--- config.mk ---
export PLATFORM = sky130hd
export DESIGN_NAME = irq_router
export DESIGN_NICKNAME = d
export VERILOG_FILES = /design/src/rtl/irqr_pkg.sv /design/src/rtl/irqr_sync.sv /design/src/rtl/irqr_regs.sv /design/src/rtl/irqr_deliver.sv /design/src/rtl/irqr_dispatch.sv /design/src/rtl/irq_router.sv
export SDC_FILE = /design/constraint.sdc
export NUM_CORES = 1
export LEC_CHECK = 0
export CAP_MARGIN = 20
export CORE_MARGIN = 2
export CORE_UTILIZATION = 48
export CTS_CLUSTER_DIAMETER = 150
export DETAILED_ROUTE_END_ITERATION = 6
export DONT_BUFFER_PORTS = 1
export PLACE_DENSITY = 0.7
export REMOVE_ABC_BUFFERS = 1
export SYNTH_ARGS = -nofsm -noshare
export SYNTH_HDL_FRONTEND = slang
export SYNTH_HIERARCHICAL = 1
export SYNTH_SLANG_ARGS = --single-unit
--- constraint.sdc ---
create_clock -name clk -period 3.98 [get_ports clk]
set_input_delay 0.597 -clock clk [delete_from_list [all_inputs] [get_ports clk]]
set_output_delay 0.597 -clock clk [all_outputs]
set_load 0.02 [all_outputs]
--- src/rtl/irqr_pkg.sv ---
package irqr_pkg;

    localparam int unsigned ADDR_W = 8;

    localparam logic [ADDR_W-1:0] OFS_MST0  = 8'h00;
    localparam logic [ADDR_W-1:0] OFS_MST1  = 8'h04;
    localparam logic [ADDR_W-1:0] OFS_ROUTE = 8'h20;
    localparam logic [ADDR_W-1:0] OFS_RAW   = 8'h30;
    localparam logic [ADDR_W-1:0] OFS_ENSET = 8'h34;
    localparam logic [ADDR_W-1:0] OFS_ENCLR = 8'h38;

    typedef enum logic [2:0] {
        RG_NONE,
        RG_MST0,
        RG_MST1,
        RG_ROUTE,
        RG_RAW,
        RG_ENSET,
        RG_ENCLR
    } reg_sel_e;

    function automatic reg_sel_e decode_ofs(input logic [ADDR_W-1:0] a);
        reg_sel_e r;
        case (a)
            OFS_MST0:  r = RG_MST0;
            OFS_MST1:  r = RG_MST1;
            OFS_ROUTE: r = RG_ROUTE;
            OFS_RAW:   r = RG_RAW;
            OFS_ENSET: r = RG_ENSET;
            OFS_ENCLR: r = RG_ENCLR;
            default:   r = RG_NONE;
        endcase
        return r;
    endfunction

endpackage

--- src/rtl/irqr_sync.sv ---
module irqr_sync #(
    parameter int unsigned NSRC   = 32,
    parameter int unsigned STAGES = 2
) (
    input  logic            clk,
    input  logic            rst_n,
    input  logic [NSRC-1:0] src_i,
    output logic [NSRC-1:0] raw_o
);
    localparam int unsigned CNT_W = $clog2(STAGES + 1) + 1;

    typedef struct packed {
        logic [STAGES-1:0][NSRC-1:0] stg;
        logic [CNT_W-1:0]            age;
    } sync_st_t;

    sync_st_t st_d, st_q;

    always_comb begin
        st_d = st_q;
        st_d.stg[0] = src_i;
        for (int s = 1; s < int'(STAGES); s++) begin
            st_d.stg[s] = st_q.stg[s-1];
        end
        if (st_q.age < CNT_W'(STAGES)) begin
            st_d.age = st_q.age + CNT_W'(1);
        end
    end

    always_ff @(posedge clk or negedge rst_n) begin
        if (!rst_n) begin
            st_q <= '0;
        end else begin
            st_q <= st_d;
        end
    end

    assign raw_o = st_q.stg[STAGES-1];

    // raw view equals the input two edges back (checked for the default depth)
    generate
        if (STAGES == 2) begin : g_chk2
            p_raw_delay_r2: assert property (@(posedge clk) disable iff (!rst_n)
                (st_q.age >= CNT_W'(2)) |-> (raw_o == $past(src_i, 2)));
        end
    endgenerate

endmodule

--- src/rtl/irqr_regs.sv ---
module irqr_regs
    import irqr_pkg::*;
#(
    parameter int unsigned NSRC = 32
) (
    input  logic              clk,
    input  logic              rst_n,
    input  logic              sel_i,
    input  logic              wr_i,
    input  logic [ADDR_W-1:0] addr_i,
    input  logic [NSRC-1:0]   wdata_i,
    input  logic [NSRC-1:0]   raw_i,
    input  logic [NSRC-1:0]   mask0_i,
    input  logic [NSRC-1:0]   mask1_i,
    output logic [NSRC-1:0]   en_o,
    output logic [NSRC-1:0]   route_o,
    output logic [NSRC-1:0]   rdata_o
);
    typedef struct packed {
        logic [NSRC-1:0] en;
        logic [NSRC-1:0] route;
    } cfg_t;

    cfg_t     cfg_d, cfg_q;
    reg_sel_e which;
    logic     do_wr, do_rd;

    always_comb begin
        which = decode_ofs(addr_i);
        do_wr = sel_i && wr_i;
        do_rd = sel_i && !wr_i;
        cfg_d = cfg_q;
        if (do_wr) begin
            case (which)
                RG_ENSET: cfg_d.en    = cfg_q.en | wdata_i;
                RG_ENCLR: cfg_d.en    = cfg_q.en & ~wdata_i;
                RG_ROUTE: cfg_d.route = wdata_i;
                default:  cfg_d = cfg_q;
            endcase
        end
        rdata_o = '0;
        if (do_rd) begin
            case (which)
                RG_MST0:  rdata_o = mask0_i;
                RG_MST1:  rdata_o = mask1_i;
                RG_ROUTE: rdata_o = cfg_q.route;
                RG_RAW:   rdata_o = raw_i;
                RG_ENSET: rdata_o = cfg_q.en;
                default:  rdata_o = '0;
            endcase
        end
    end

    always_ff @(posedge clk or negedge rst_n) begin
        if (!rst_n) begin
            cfg_q <= '0;
        end else begin
            cfg_q <= cfg_d;
        end
    end

    assign en_o    = cfg_q.en;
    assign route_o = cfg_q.route;

    p_enset_r3: assert property (@(posedge clk) disable iff (!rst_n)
        (sel_i && wr_i && addr_i == OFS_ENSET)
        |=> ((en_o & $past(wdata_i)) == $past(wdata_i))
            && ((en_o & ~$past(wdata_i)) == ($past(en_o) & ~$past(wdata_i))));

    p_enclr_r4: assert property (@(posedge clk) disable iff (!rst_n)
        (sel_i && wr_i && addr_i == OFS_ENCLR)
        |=> ((en_o & $past(wdata_i)) == '0));

    p_route_hold_r5: assert property (@(posedge clk) disable iff (!rst_n)
        !(sel_i && wr_i && addr_i == OFS_ROUTE) |=> $stable(route_o));

endmodule

--- src/rtl/irqr_deliver.sv ---
module irqr_deliver #(
    parameter int unsigned NSRC = 32,
    parameter int unsigned NOUT = 2,
    parameter int unsigned GBIT = NSRC - 1
) (
    input  logic                      clk,
    input  logic                      rst_n,
    input  logic [NSRC-1:0]           raw_i,
    input  logic [NSRC-1:0]           en_i,
    input  logic [NSRC-1:0]           route_i,
    output logic [NOUT-1:0][NSRC-1:0] mask_o,
    output logic [NOUT-1:0]           irq_o
);
    typedef struct packed {
        logic [NOUT-1:0] irq;
    } out_st_t;

    out_st_t st_d, st_q;
    logic    gate;

    assign gate = en_i[GBIT];

    genvar n;
    generate
        for (n = 0; n < int'(NOUT); n++) begin : g_out
            if (n == 0) begin : g_lo
                assign mask_o[n] = raw_i & en_i & ~route_i;
            end else begin : g_hi
                assign mask_o[n] = raw_i & en_i & route_i;
            end
        end
    endgenerate

    always_comb begin
        st_d = st_q;
        for (int k = 0; k < int'(NOUT); k++) begin
            st_d.irq[k] = gate && (|mask_o[k]);
        end
    end

    always_ff @(posedge clk or negedge rst_n) begin
        if (!rst_n) begin
            st_q <= '0;
        end else begin
            st_q <= st_d;
        end
    end

    assign irq_o = st_q.irq;

    p_gate_low_r8: assert property (@(posedge clk) disable iff (!rst_n)
        !en_i[GBIT] |=> (irq_o == '0));

    p_out0_rise_r7: assert property (@(posedge clk) disable iff (!rst_n)
        (en_i[GBIT] && (|(raw_i & en_i & ~route_i))) |=> irq_o[0]);

    p_out0_idle_r10: assert property (@(posedge clk) disable iff (!rst_n)
        ((raw_i & ~route_i) == '0) |=> !irq_o[0]);

endmodule

--- src/rtl/irqr_dispatch.sv ---
module irqr_dispatch #(
    parameter int unsigned NSRC  = 32,
    parameter int unsigned IDX_W = $clog2(NSRC)
) (
    input  logic             clk,
    input  logic             rst_n,
    input  logic [NSRC-1:0]  mask_i,
    output logic             valid_o,
    output logic [IDX_W-1:0] idx_o
);
    always_comb begin
        idx_o   = '0;
        valid_o = 1'b0;
        for (int i = int'(NSRC) - 1; i >= 0; i--) begin
            if (mask_i[i]) begin
                idx_o   = IDX_W'(i);
                valid_o = 1'b1;
            end
        end
    end

    p_disp_hit_r9: assert property (@(posedge clk) disable iff (!rst_n)
        valid_o |-> mask_i[idx_o]);

    p_disp_lowest_r9: assert property (@(posedge clk) disable iff (!rst_n)
        valid_o |-> ((mask_i & ((NSRC'(1) << idx_o) - NSRC'(1))) == '0));

    p_disp_empty_r9: assert property (@(posedge clk) disable iff (!rst_n)
        (mask_i == '0) |-> !valid_o);

endmodule

--- src/rtl/irq_router.sv ---
module irq_router
    import irqr_pkg::*;
#(
    parameter int unsigned NSRC   = 32,
    parameter int unsigned SYNC_N = 2,
    parameter int unsigned IDX_W  = $clog2(NSRC)
) (
    input  logic              clk,
    input  logic              rst_n,
    input  logic [NSRC-1:0]   irq_src,
    input  logic              bus_sel,
    input  logic              bus_wr,
    input  logic [ADDR_W-1:0] bus_addr,
    input  logic [NSRC-1:0]   bus_wdata,
    output logic [NSRC-1:0]   bus_rdata,
    output logic [1:0]        cpu_irq,
    output logic              disp_valid,
    output logic [IDX_W-1:0]  disp_idx
);
    localparam int unsigned NOUT = 2;
    localparam int unsigned GBIT = NSRC - 1;

    logic [NSRC-1:0]           raw;
    logic [NSRC-1:0]           en;
    logic [NSRC-1:0]           route;
    logic [NOUT-1:0][NSRC-1:0] mask;

    irqr_sync #(.NSRC(NSRC), .STAGES(SYNC_N)) u_sync (
        .clk   (clk),
        .rst_n (rst_n),
        .src_i (irq_src),
        .raw_o (raw)
    );

    irqr_regs #(.NSRC(NSRC)) u_regs (
        .clk     (clk),
        .rst_n   (rst_n),
        .sel_i   (bus_sel),
        .wr_i    (bus_wr),
        .addr_i  (bus_addr),
        .wdata_i (bus_wdata),
        .raw_i   (raw),
        .mask0_i (mask[0]),
        .mask1_i (mask[1]),
        .en_o    (en),
        .route_o (route),
        .rdata_o (bus_rdata)
    );

    irqr_deliver #(.NSRC(NSRC), .NOUT(NOUT), .GBIT(GBIT)) u_deliver (
        .clk     (clk),
        .rst_n   (rst_n),
        .raw_i   (raw),
        .en_i    (en),
        .route_i (route),
        .mask_o  (mask),
        .irq_o   (cpu_irq)
    );

    irqr_dispatch #(.NSRC(NSRC), .IDX_W(IDX_W)) u_dispatch (
        .clk     (clk),
        .rst_n   (rst_n),
        .mask_i  (mask[0]),
        .valid_o (disp_valid),
        .idx_o   (disp_idx)
    );

    // the two masked views never claim the same source
    p_views_disjoint_r6: assert property (@(posedge clk) disable iff (!rst_n)
        (mask[0] & mask[1]) == '0);

endmodule

; ---- After elaboration in Yosys (flattened, before gate mapping)
; Index checks and enable logic that the tools add are counted.
[totals]
reg_bits = 130
in_bits = 76
out_inout_bits = 40
wordCells = 102
[op_classes]
eq_ne = 11
mux = 68
bitwise_logic = 7
reduce_logical = 11
[ops]
columns = operator, count
row1 = $mux W5, 32
row2 = $pmux W32 S5, 1
row3 = $and A32 B32 Y32, 4
row4 = $not A32 Y32, 2
row5 = $pmux W32 S2, 1
row6 = $reduce_or A32 Y1, 2
row7 = $eq A8 B6 Y1 const B, 4
row8 = $mux W1, 32
row9 = $mux W32, 1
row10 = $or A32 B32 Y32, 1
row11 = $pmux W3 S6, 1
row12 = $eq A3 B3 Y1 const B, 3
row13 = $eq A8 B3 Y1 const B, 1
row14 = $logic_not A8 Y1, 1
row15 = $eq A3 B2 Y1 const B, 2
row16 = $logic_and A1 B1 Y1, 4
row17 = $reduce_and A2 Y1, 2
row18 = $eq A3 B1 Y1 const B, 1
row19 = $reduce_bool A2 Y1, 1
row20 = $logic_not A1 Y1, 1

; ---- Logic depth before layout (Yosys ltp)
; Gate-level depths: netlist of the first run.
[depth]
ltp_word = 34
ltp_mapped = 7
depth_no_buf = 7

; ---- Hierarchy
; The synthesis of the first run kept the hierarchy.
[by_module_without_submodules]
columns = mod, instances, cells_each, area_each_um2, seq_area_each_um2
row1 = irqr_regs, 1, 340, 3673.5, 1601.5
row2 = irqr_sync, 1, 64, 1601.5, 1601.5
row3 = irqr_deliver, 1, 123, 822.0, 50.0
row4 = irqr_dispatch, 1, 65, 370.4, 0.0

; ---- Least setup slack after synthesis of the first run
; OpenSTA, ideal clock, no wires.
[synth_path]
path_type = input -> output
start = input port bus_addr[1]
end = output port bus_rdata[3]
arrival_time_ns = 2.245
required_time_ns = 3.383
path_slack_ns = 1.138
cell_stages = 5
path_buffers = 1
path_cell_list = or4_4 -> nor4b_2 -> buf_2 -> a22oi_1 -> a21oi_1
[synth_via]
elab_chain_cells = 5
word_cells_on_any_way = 14
classes_between = eq/ne (10) / mux (3) / reduce/logical (1)
[synth_rtl]
columns = item, line_no
row1 = "start, declared", irq_router.sv:13  ; input logic [ADDR_W-1:0] bus_addr,
row2 = $eq A8 B6 Y1 (tied with other cells), irqr_pkg.sv:24  ; case (a)
row3 = $pmux W3 S6 (*), irqr_pkg.sv:24
row4 = $eq A3 B3 Y1 (tied with other cells), irqr_regs.sv:43  ; case (which)
row5 = $pmux W32 S5 (*), irqr_regs.sv:43
row6 = $mux W32 (*), irqr_regs.sv:42  ; if (do_rd) begin
row7 = "end, declared", irq_router.sv:15  ; output logic [NSRC-1:0] bus_rdata,
; Every way passes the cells marked *; elsewhere a longest branch is shown, timed or not.

==> run metrics, run 1 <==
register area=about 3300 um2; biggest area consumer among synthesized cells=dfrtp_1; worst slew pin tran=approximately 0.86 ns; family with the most delay on the worst path=simple AND/OR/NAND/NOR gates; fraction of final layout cells with drive strength greater than 1=26.34%; Yosys warning count=6; buffer cell driving the clock tree root=clkbuf_16; switching portion of total power=24.62%; ys async rst share=between 90% and 100%; CTS clk-pin slew, worst paths=about 0.060 ns; Mapped Cells=592; vias after detailed routing=5,233; fill count=1,112; Max Slew Vio Count=0; MaxCap Viol Count=0; internal power=2469 uW; worst slew margin relative to its limit=roughly 43%; share of the yosys chip area belonging to registers=50.30%; final WL=17,800 um; relative contribution of the clock network to total power=48.7%; share of the synthesized area in the top cell type=about half; upper clock frequency limit=309.9 MHz; Lkg Pwr=about 0.0033 uW; Crit. End Element=output pin; met2 GRT Util=39.06%; startpoint types=flip-flop; R2R Setup Slk=approximately 2.5 ns; number of antenna violations at the first check in global routing=0; number of placed I/O pins=116; count of final hold-check violations=0; largest cells by area after synthesis=dfrtp_1 (50%), mux2_2 (11%), a22oi_1 (7.4%); grt peak-use layer=met2; final count of negative-setup-slack endpoints=0; floorplan die height=around 120 um; cts repair resizes=0; ratio of final minimum period to clock period=between 80% and 90%; maximum clock skew at final layout=0.005695 ns; leading register cell type out of synthesis=dfrtp_1; largest fanout on the critical path=4; GR Layer Usage met3=approximately 6.1%; violation count after the first detailed-routing iteration=447; area enclosed by the die boundary=14,420 um2; number of optimization iterations in the first detailed-route pass=7; minimum period implied by the final worst setup slack=3.227 ns; Post-DP Area=6869 um2; power share of the sequential group=43.6%; placeable core area=between 10,000 and 15,000 um2; insertion delay of the later-clocked pin in the worst-skew pair=0.43 ns; deepest level of the CTS H-tree=4; Arr. time, crit path=2.63 ns; GR Util All Layers=25.08%; Detailed Place HPWL=11,330 um; critical path type=flip-flop to output pin; Cell Pwr Density=436.7 nW/um2; Antenna Diode Count=0; unrepaired setup endpoints after global routing=no; detail-routed net length per standard cell=between 20 and 25 um; total clock buffers created by CTS=17; Post-Layout Inst Area=about 7500 um2; area grow syn2layout=15.94%; number of distinct library cells after synthesis=44; violated checks=design-rule violations; CP max stage cell=nor3b_1; multi-input gate area in the final layout=between 3000 and 4000 um2; global-route wire length before repair=27,720 um; Psw=806.2 uW; average footprint of a synthesized cell=10.92 um2; Routability Congestion=0.8618; die span in x=120.1 um; run status=finished with violations; via count of the first global-routing pass=5,336; post-layout total power=3275 uW; count of flip-flops with a built-in enable after synthesis=0; met1 track demand over resource in global routing=between 30% and 40%; post-synth design cell area=roughly 6500 um2; Max Buffers Root-to-Sink=2; nets=698; CTS tree=yes; largest net degree at the start of global routing=131; crit-path max cell delay=0.77 ns; number of input and output port buffers inserted=0; most used cells in the layout excluding fill and tap cells=dfrtp_1 (130), a22oi_1 (64), mux2_2 (64); hold crit path type=primary input to async pin; Data required, critical path=3.38 ns; final hold slack=around 0.14 ns; part of the power in combinational logic=approximately 7.7%; commonest non-fill, non-tap cell in the layout=dfrtp_1; row cnt=42; antenna viol nets, final=0; grt ovf=0; Max rail drop VDD=486.2 uV; total buffers and inverters traversed by the critical path=1; cell chain of the critical path=nand3b_1 > inv_1 > nor4_1 > nand3_1 > nor3b_1; starting density of the core=49.03%; total negative slack for setup checks=0 ns; detailed-route vias per instance=6.460; total number of clock tree sinks=130; number of design rule violations left after detail routing=1; number of storage elements in the synthesis netlist=130
==> path summary, 6_finish.rpt <==
path,start,to,cells after the start
min reg2reg,u_sync/st_d[56],u_sync/raw_o[21],0
max in group asynchronous,rst_n,u_sync/raw_o[15],1
min in group clk,irq_src[1],u_sync/st_d[36],0
min,rst_n,u_sync/raw_o[21],1
max reg2reg,u_regs/route_o[5],u_deliver/irq_o[1],4
max,u_regs/route_o[7],disp_idx[4],5
==> cell usage after synthesis, types with 3 or more instances <==
master,count
dfrtp_1,130
a22oi_1,64
mux2_2,64
nand2_1,59
a21oi_1,39
nor2_1,37
a2bb2oi_1,32
and3_1,21
inv_1,19
clkbuf_1,17
nand3b_1,13
and3_4,12
nor4_1,10
buf_2,9
nor4_2,8
nor3_1,6
o2111ai_1,5
o22ai_1,4
buf_1,3
buf_6,3
o21ai_0,3
==> kinds of logic after synthesis <==
| family | after synthesis | synth area share (%) |
|---|---|---|
| buffers and inverters | 51 | 3.482 |
| AO/OA/AOI/OAI | 160 | 17.66 |
| AND/OR/NAND/NOR | 185 | 17.12 |
| flip-flops | 130 | 50.30 |
| multiplexers | 65 | 11.30 |
| XOR/XNOR | 1 | 0.1354 |
==> per-layer routing <==
layer / vias up / part of all wire (%)
met5: - / 0
met4: 0 / 3.3
met3: 43 / 7.9
met2: 261 / 48
met1: 2639 / 41
li1: 2290 / -
==> what timing repair did <==
item,in CTS,in global routing
hold buffers,1,0
hold endpoints to repair,130,0
setup endpoints to repair,0,0
setup buffers,0,0
==> worst reg2reg max path, delay by kind of cell, from the launching register on <==
family,cells,cell delay [ns]
DFF,1,0.42
and+or+nand+nor,3,0.75
AOI/OAI and AO/OA,1,0.24
==> through the flow <==
| stage | std cells | util (%) | setup slack (ns) |
|---|---|---|---|
| floorplan | 560 | - | 0.09642 |
| global placement | 778 | 52.08 | 1.059 |
| detailed placement | 778 | 52.08 | 1.011 |
| CTS | 810 | 56.85 | 0.7809 |
| global route | 810 | 56.85 | 0.6934 |
| finish | 810 | 56.85 | 0.7532 |
==> power by group through the flow <==
stage                     Clock, uW  Combinational, uW  Sequential, uW
after floorplan                   0                162            1440
after global placement            0                214            1450
after detailed placement          0                221            1450
after CTS                      1620                251            1430
after global routing           1670                270            1430
final                          1600                251            1430
==> cell type report <==
class,count,share of cell area [%]
Clock buffer,19,5.907
Clock inverter,12,2.119
Inverter,19,0.9511
Multi-Input combinational cell,411,40.13
Sequential cell,130,43.38
Tap cell,176,2.937
Timing Repair Buffer,43,4.572
(Power assumes the default switching activity.)
==> inputs of run 2 (changes only) <==
==> constraint.sdc (replaced) <==
create_clock -name clk -period 3.1 [get_ports clk]
set_input_delay 0.465 -clock clk [delete_from_list [all_inputs] [get_ports clk]]
set_output_delay 0.465 -clock clk [all_outputs]
set_load 0.02 [all_outputs]
==> run 2 against run 1 <==
Sequential share of layout area is 0.17 points higher. The flow finishes with violations (negative hold slack). Final area fell by 0.40%. Critical path type unchanged. Core utilization is 0.23 points lower. Highest routed layer unchanged. Power is 23% higher.
==> run metrics, run 2 (synthesized netlist as in run 1, its figures left out) <==
placeable core area=13,190 um2 (unchanged); Data required, critical path=2.63 ns (was 3.38 ns); violated checks=negative hold slack (was design-rule violations); most used cells in the layout excluding fill and tap cells=dfrtp_1 (130), a22oi_1 (64), mux2_2 (64) (unchanged); reg-to-reg critical path startpoint=u_regs/route_o[4] (was u_regs/route_o[5]); hold crit path type=primary input to async pin (unchanged); number of placed I/O pins=116 (unchanged); total number of clock tree sinks=130 (unchanged); fill count=1,108 (was 1,112); row cnt=42 (unchanged); largest net degree at the start of global routing=131 (unchanged); area enclosed by the die boundary=14,420 um2 (unchanged); total clock buffers created by CTS=17 (unchanged); starting density of the core=49.03% (unchanged); buffer cell driving the clock tree root=clkbuf_16 (unchanged); upper clock frequency limit=335.5 MHz; Worst setup startpoint=u_sync/raw_o[29] (was u_regs/route_o[7]); Cell Pwr Density=538.1 nW/um2 (was 436.7 nW/um2); CTS clk-pin slew, worst paths=0.05 ns (was 0.06 ns); Routability Congestion=0.8636 (was 0.8618); number of optimization iterations in the first detailed-route pass=5 (was 7); final hold slack=-0.2582 ns (was 0.1388 ns); grt ovf=0 (unchanged); violation count after the first detailed-routing iteration=388 (was 447); startpoint types=flip-flop (unchanged); vias after detailed routing=5,189 (was 5,233); fraction of final layout cells with drive strength greater than 1=26.18% (was 26.34%); crit-path max cell delay=0.38 ns (was 0.77 ns); family with the most delay on the worst path=compound AO/OA/AOI/OAI gates (was simple AND/OR/NAND/NOR gates); detail-routed net length per standard cell=21.88 um (was 21.98 um); Crit. End Element=output pin (unchanged); Worst Slack Setup Final=0.1191 ns (was 0.7532 ns); Post-Layout Inst Area=7468 um2 (was 7498 um2); Detailed Place HPWL=11,530 um (was 11,330 um); floorplan die height=120.1 um (unchanged); largest fanout on the critical path=6 (was 4); number of design rule violations left after detail routing=0 (was 1); cell chain of the critical path=nand2_1 > nor2_1 > and2b_2 > nor3_1 > o31ai_1 > o2111ai_1 > a221oi_1 > buf_4 (was nand3b_1 > inv_1 > nor4_1 > nand3_1 > nor3b_1); ratio of final minimum period to clock period=96.16%; Max Slew Vio Count=0 (unchanged); Max rail drop VDD=419.3 uV (was 486.2 uV); GR Util All Layers=25.35% (was 25.08%); commonest non-fill, non-tap cell in the layout=dfrtp_1 (unchanged); CTS tree=yes (unchanged); final count of negative-setup-slack endpoints=0 (unchanged); critical path type=flip-flop to output pin (unchanged); CP max stage cell=nor2_1 (was nor3b_1); area grow syn2layout=15.48% (was 15.94%); Max Buffers Root-to-Sink=2 (unchanged); global-route wire length before repair=27,910 um (was 27,720 um); antenna viol nets, final=0 (unchanged); count of final hold-check violations=130 (was 0); Lkg Pwr=0.003271 uW (was 0.003294 uW); worst slew pin tran=0.6511 ns (was 0.8568 ns); unrepaired setup endpoints after global routing=no (unchanged); post-layout total power=4019 uW (was 3275 uW); die span in x=120.1 um (unchanged); Arr. time, crit path=2.52 ns (was 2.63 ns); maximum clock skew at final layout=0.01060 ns (was 0.005695 ns); worst slew margin relative to its limit=56.48% (was 42.76%); final WL=17,750 um (was 17,800 um); minimum period implied by the final worst setup slack=2.981 ns; total buffers and inverters traversed by the critical path=1 (unchanged); pre-CTS setup slack=0.4839 ns (was 1.011 ns); number of input and output port buffers inserted=0 (unchanged); number of antenna violations at the first check in global routing=1 (was 0); deepest level of the CTS H-tree=4 (unchanged); insertion delay of the later-clocked pin in the worst-skew pair=0.42 ns (was 0.43 ns); via count of the first global-routing pass=5,519 (was 5,336); nets=698 (unchanged); MaxCap Viol Count=0 (unchanged); Post-DP Area=6902 um2 (was 6869 um2); run status=finished with violations (unchanged); detailed-route vias per instance=6.398 (was 6.460)
run 2: changes by cell type in the layout (fill, tap and decap cells not counted), moves of 2 or more:
cell / before / now
clkbuf_1: 1 / 3
clkinv_4: 4 / 1
buf_12: 0 / 2
clkinv_2: 2 / 4
run 2: where the power goes:
part	internal (uW)	switching (uW)	total [uW]
Combinational	114	178	292
Clock	1190	700	1890
Sequential	1780	59.7	1830
run 2: stage by stage:
step	cells	utilization, %	TNS (ns)
2_1_floorplan	560	-	-16.63
6_report	811	56.62	0
3_5_place_dp	779	52.32	0
3_3_place_gp	779	52.32	0
4_1_cts	810	56.58	0
5_1_grt	811	56.62	0
run 2: per-layer routing:
| layer | part of all wire, % | vias up | global-route usage, % |
|---|---|---|---|
| met2 | 48 | 265 | 40.06 |
| met5 | 0 | - | 0 |
| met1 | 40 | 2584 | 31.31 |
| li1 | - | 2294 | - |
| met4 | 3.2 | 0 | 14.12 |
| met3 | 8.7 | 46 | 7.129 |
run 2: timing repair:
| action | CTS | global route |
|---|---|---|
| resized for setup | 0 | 1 |
| buffers inserted | 0 | 0 |
| endpoints found under the hold margin | 130 | 130 |
| endpoints found under the setup margin | 0 | 1 |
run 2: worst paths after layout:
path                       cells after the start                 end  slack [ns]
max                                            8         disp_idx[0]        0.12
min                                            0     u_sync/st_d[56]       -0.26
max reg2reg                                    4  u_deliver/irq_o[1]        1.56
min reg2reg                                    0    u_sync/raw_o[22]        0.35
max in group asynchronous                      0  u_regs/route_o[15]        3.18
min in group clk                               0     u_sync/st_d[42]        0.07
run 2: final cells by class:
cell class / count / area [um2] / area share (%)
Inverter: 19 / 71.32 / 0.9549
Multi-Input combinational cell: 411 / 3012 / 40.33
Clock inverter: 10 / 111.4 / 1.491
Tap cell: 176 / 220.2 / 2.949
Antenna cell: 1 / 2.502 / 0.03351
Clock buffer: 21 / 450.4 / 6.031
Timing Repair Buffer: 43 / 347.8 / 4.657
Sequential cell: 130 / 3253 / 43.56
==> inputs of run 3 (changes only) <==
--- a/config.mk
+++ b/config.mk
@@ -11,6 +11,7 @@
 export CTS_CLUSTER_DIAMETER = 150
 export DETAILED_ROUTE_END_ITERATION = 6
 export DONT_BUFFER_PORTS = 1
+export GPL_TIMING_DRIVEN = 0
 export PLACE_DENSITY = 0.7
 export REMOVE_ABC_BUFFERS = 1
 export SYNTH_ARGS = -nofsm -noshare
==> run 3 against run 2 <==
The flow still finishes with violations (negative hold slack). Worst hold slack got worse by 0.012 ns. Power rose by 3.1%. Critical path depth fell by 3. Die area did not move. Combinational power barely moved. Sequential share of layout area rose by 0.35 points. Final cell count fell by 3.9%. Sequential cell count did not move. Setup slack barely moved. Sequential power barely moved. Non-clock buffer count fell by 31. Highest routed layer unchanged.
==> run metrics, run 3 (synthesized netlist as in run 1, its figures left out) <==
vias after detailed routing=5,019 (was 5,189); CTS clk-pin slew, worst paths=0.06 ns (was 0.05 ns); die span in x=120.1 um (unchanged); detailed-route vias per instance=6.443 (was 6.398); worst slew pin tran=0.9505 ns (was 0.6511 ns); number of optimization iterations in the first detailed-route pass=6 (was 5); minimum period implied by the final worst setup slack=2.981 ns (about the same); final hold slack=-0.2705 ns (was -0.2582 ns); hold crit path type=primary input to async pin (unchanged); area grow syn2layout=14.55% (was 15.48%); deepest level of the CTS H-tree=4 (unchanged); CP max stage cell=or4_4 (was nor2_1); final WL=18,150 um (was 17,750 um); area enclosed by the die boundary=14,420 um2 (unchanged); GR Util All Layers=26.17% (was 25.35%); total negative slack for setup checks=0 ns (unchanged); number of design rule violations left after detail routing=0 (unchanged); ratio of final minimum period to clock period=96.16% (about the same); Crit. End Element=output pin (unchanged); starting density of the core=49.03% (unchanged); R2R Setup Slk=1.51 ns (was 1.56 ns); antenna viol nets, final=0 (unchanged); Antenna Diode Count=0 (was 1); upper clock frequency limit=335.5 MHz (about the same); Max Buffers Root-to-Sink=2 (unchanged); Data required, critical path=2.63 ns (about the same); MaxCap Viol Count=0 (unchanged); number of antenna violations at the first check in global routing=0 (was 1); Detailed Place HPWL=12,430 um (was 11,530 um); crit-path max cell delay=0.59 ns (was 0.38 ns); total number of clock tree sinks=130 (unchanged); cell chain of the critical path=or4_4 > nor4b_4 > buf_6 > a22oi_1 > a21oi_1 (was nand2_1 > nor2_1 > and2b_2 > nor3_1 > o31ai_1 > o2111ai_1 > a221oi_1 > buf_4); violation count after the first detailed-routing iteration=381 (was 388); unrepaired setup endpoints after global routing=no (unchanged); placeable core area=13,190 um2 (unchanged); share of the core filled with cells in the final layout=56.17% (was 56.62%); Max Slew Vio Count=0 (unchanged); maximum clock skew at final layout=0.006512 ns (was 0.01060 ns); violated checks=negative hold slack (unchanged); Cell Pwr Density=559.2 nW/um2 (was 538.1 nW/um2); Arr. time, crit path=2.52 ns (about the same); floorplan die height=120.1 um (unchanged); final count of negative-setup-slack endpoints=0 (unchanged); fraction of final layout cells with drive strength greater than 1=23.05% (was 26.18%); grt ovf=0 (unchanged); row cnt=42 (unchanged); number of placed I/O pins=116 (unchanged); insertion delay of the later-clocked pin in the worst-skew pair=0.43 ns (was 0.42 ns); CTS tree=yes (unchanged); nets=667 (was 698); Max rail drop VDD=475.9 uV (was 419.3 uV); commonest non-fill, non-tap cell in the layout=dfrtp_1 (unchanged); detail-routed net length per standard cell=23.30 um (was 21.88 um); Lkg Pwr=0.003168 uW (was 0.003271 uW); startpoint types=primary input (was flip-flop); count of final hold-check violations=130 (unchanged); total clock buffers created by CTS=17 (unchanged); worst slew margin relative to its limit=36.48% (was 56.48%); family with the most delay on the worst path=simple AND/OR/NAND/NOR gates (was compound AO/OA/AOI/OAI gates); total buffers and inverters traversed by the critical path=1 (unchanged); Post-DP Area=6789 um2 (was 6902 um2); Post-Layout Inst Area=7408 um2 (was 7468 um2); via count of the first global-routing pass=5,203 (was 5,519); most used cells in the layout excluding fill and tap cells=dfrtp_1 (130), a22oi_1 (64), mux2_2 (64) (unchanged); critical path type=primary input to output pin (was flip-flop to output pin); largest net degree at the start of global routing=131 (unchanged); number of input and output port buffers inserted=0 (unchanged); global-route wire length before repair=28,390 um (was 27,910 um); buffer cell driving the clock tree root=clkbuf_16 (unchanged); largest fanout on the critical path=15 (was 6); Routability Congestion=0.8549 (was 0.8636); run status=finished with violations (unchanged)
## run 3: changes by cell type in the layout (fill, tap and decap cells not counted), sizes merged
| cell | delta |
|---|---|
| inv | +1 |
| clkinvlp | +1 |
| bufinv | +1 |
| buf | -31 |
| diode | -1 |
| clkbuf | -3 |
## run 3: metal layers
metal | share of wire [%] | vias up | global-route usage [%]
li1 | - | 2228 | -
met1 | 40 | 2522 | 33.08
met2 | 48 | 228 | 40.48
met3 | 8.8 | 41 | 8.080
met4 | 2.6 | 0 | 13.53
met5 | 0 | - | 0
## run 3: area by class of cell
class	count	area, um2
Clock buffer	18	439.2
Fill cell	1068	5782
Tap cell	176	220.2
Multi-Input combinational cell	411	3035
Timing Repair Buffer	12	227.7
Inverter	19	71.32
Sequential cell	130	3253
Clock inverter	13	161.4
## run 3: power by group
part,switching [uW],internal [uW]
combinational,179,115
sequential,60.1,1770
clock,737,1280
total,976,3170
## run 3: final timing paths
| check | depth (start not counted) | start | end |
|---|---|---|---|
| max in group asynchronous | 0 | rst_n | u_sync/raw_o[11] |
| worst min-delay path | 0 | rst_n | u_sync/raw_o[21] |
| min in group clk | 0 | irq_src[18] | u_sync/st_d[53] |
| worst max register to register | 4 | u_regs/route_o[5] | u_deliver/irq_o[1] |
| worst max-delay path | 5 | bus_addr[1] | bus_rdata[0] |
| worst min register to register | 0 | u_sync/st_d[56] | u_sync/raw_o[21] |
## run 3: stage by stage
stage	setup slack, ns	instances	hold WS, ns	total power (uW)
CTS	0.1238	779	-0.2820	4169
finish	0.1191	779	-0.2705	4142
floorplan	-0.5196	560	0.1694	2052
global route	0.02052	779	-0.2835	4277
detailed placement	0.1273	748	0.1738	2144
global placement	-1.902	736	0.1737	2121
## run 3: repair_timing
item / in CTS / in global routing
setup endpoints to repair: 1 / 1
gates resized for setup: 1 / 2
setup buffers: 0 / 0
hold endpoints to repair: 130 / 130
## run 3: worst reg2reg max path, stage by stage (launching register included)
cell and delay (ns):
dfrtp_1 0.42, and3_4 0.21, nor4_2 0.36, nand4_1 0.24
o21a_1 0.25
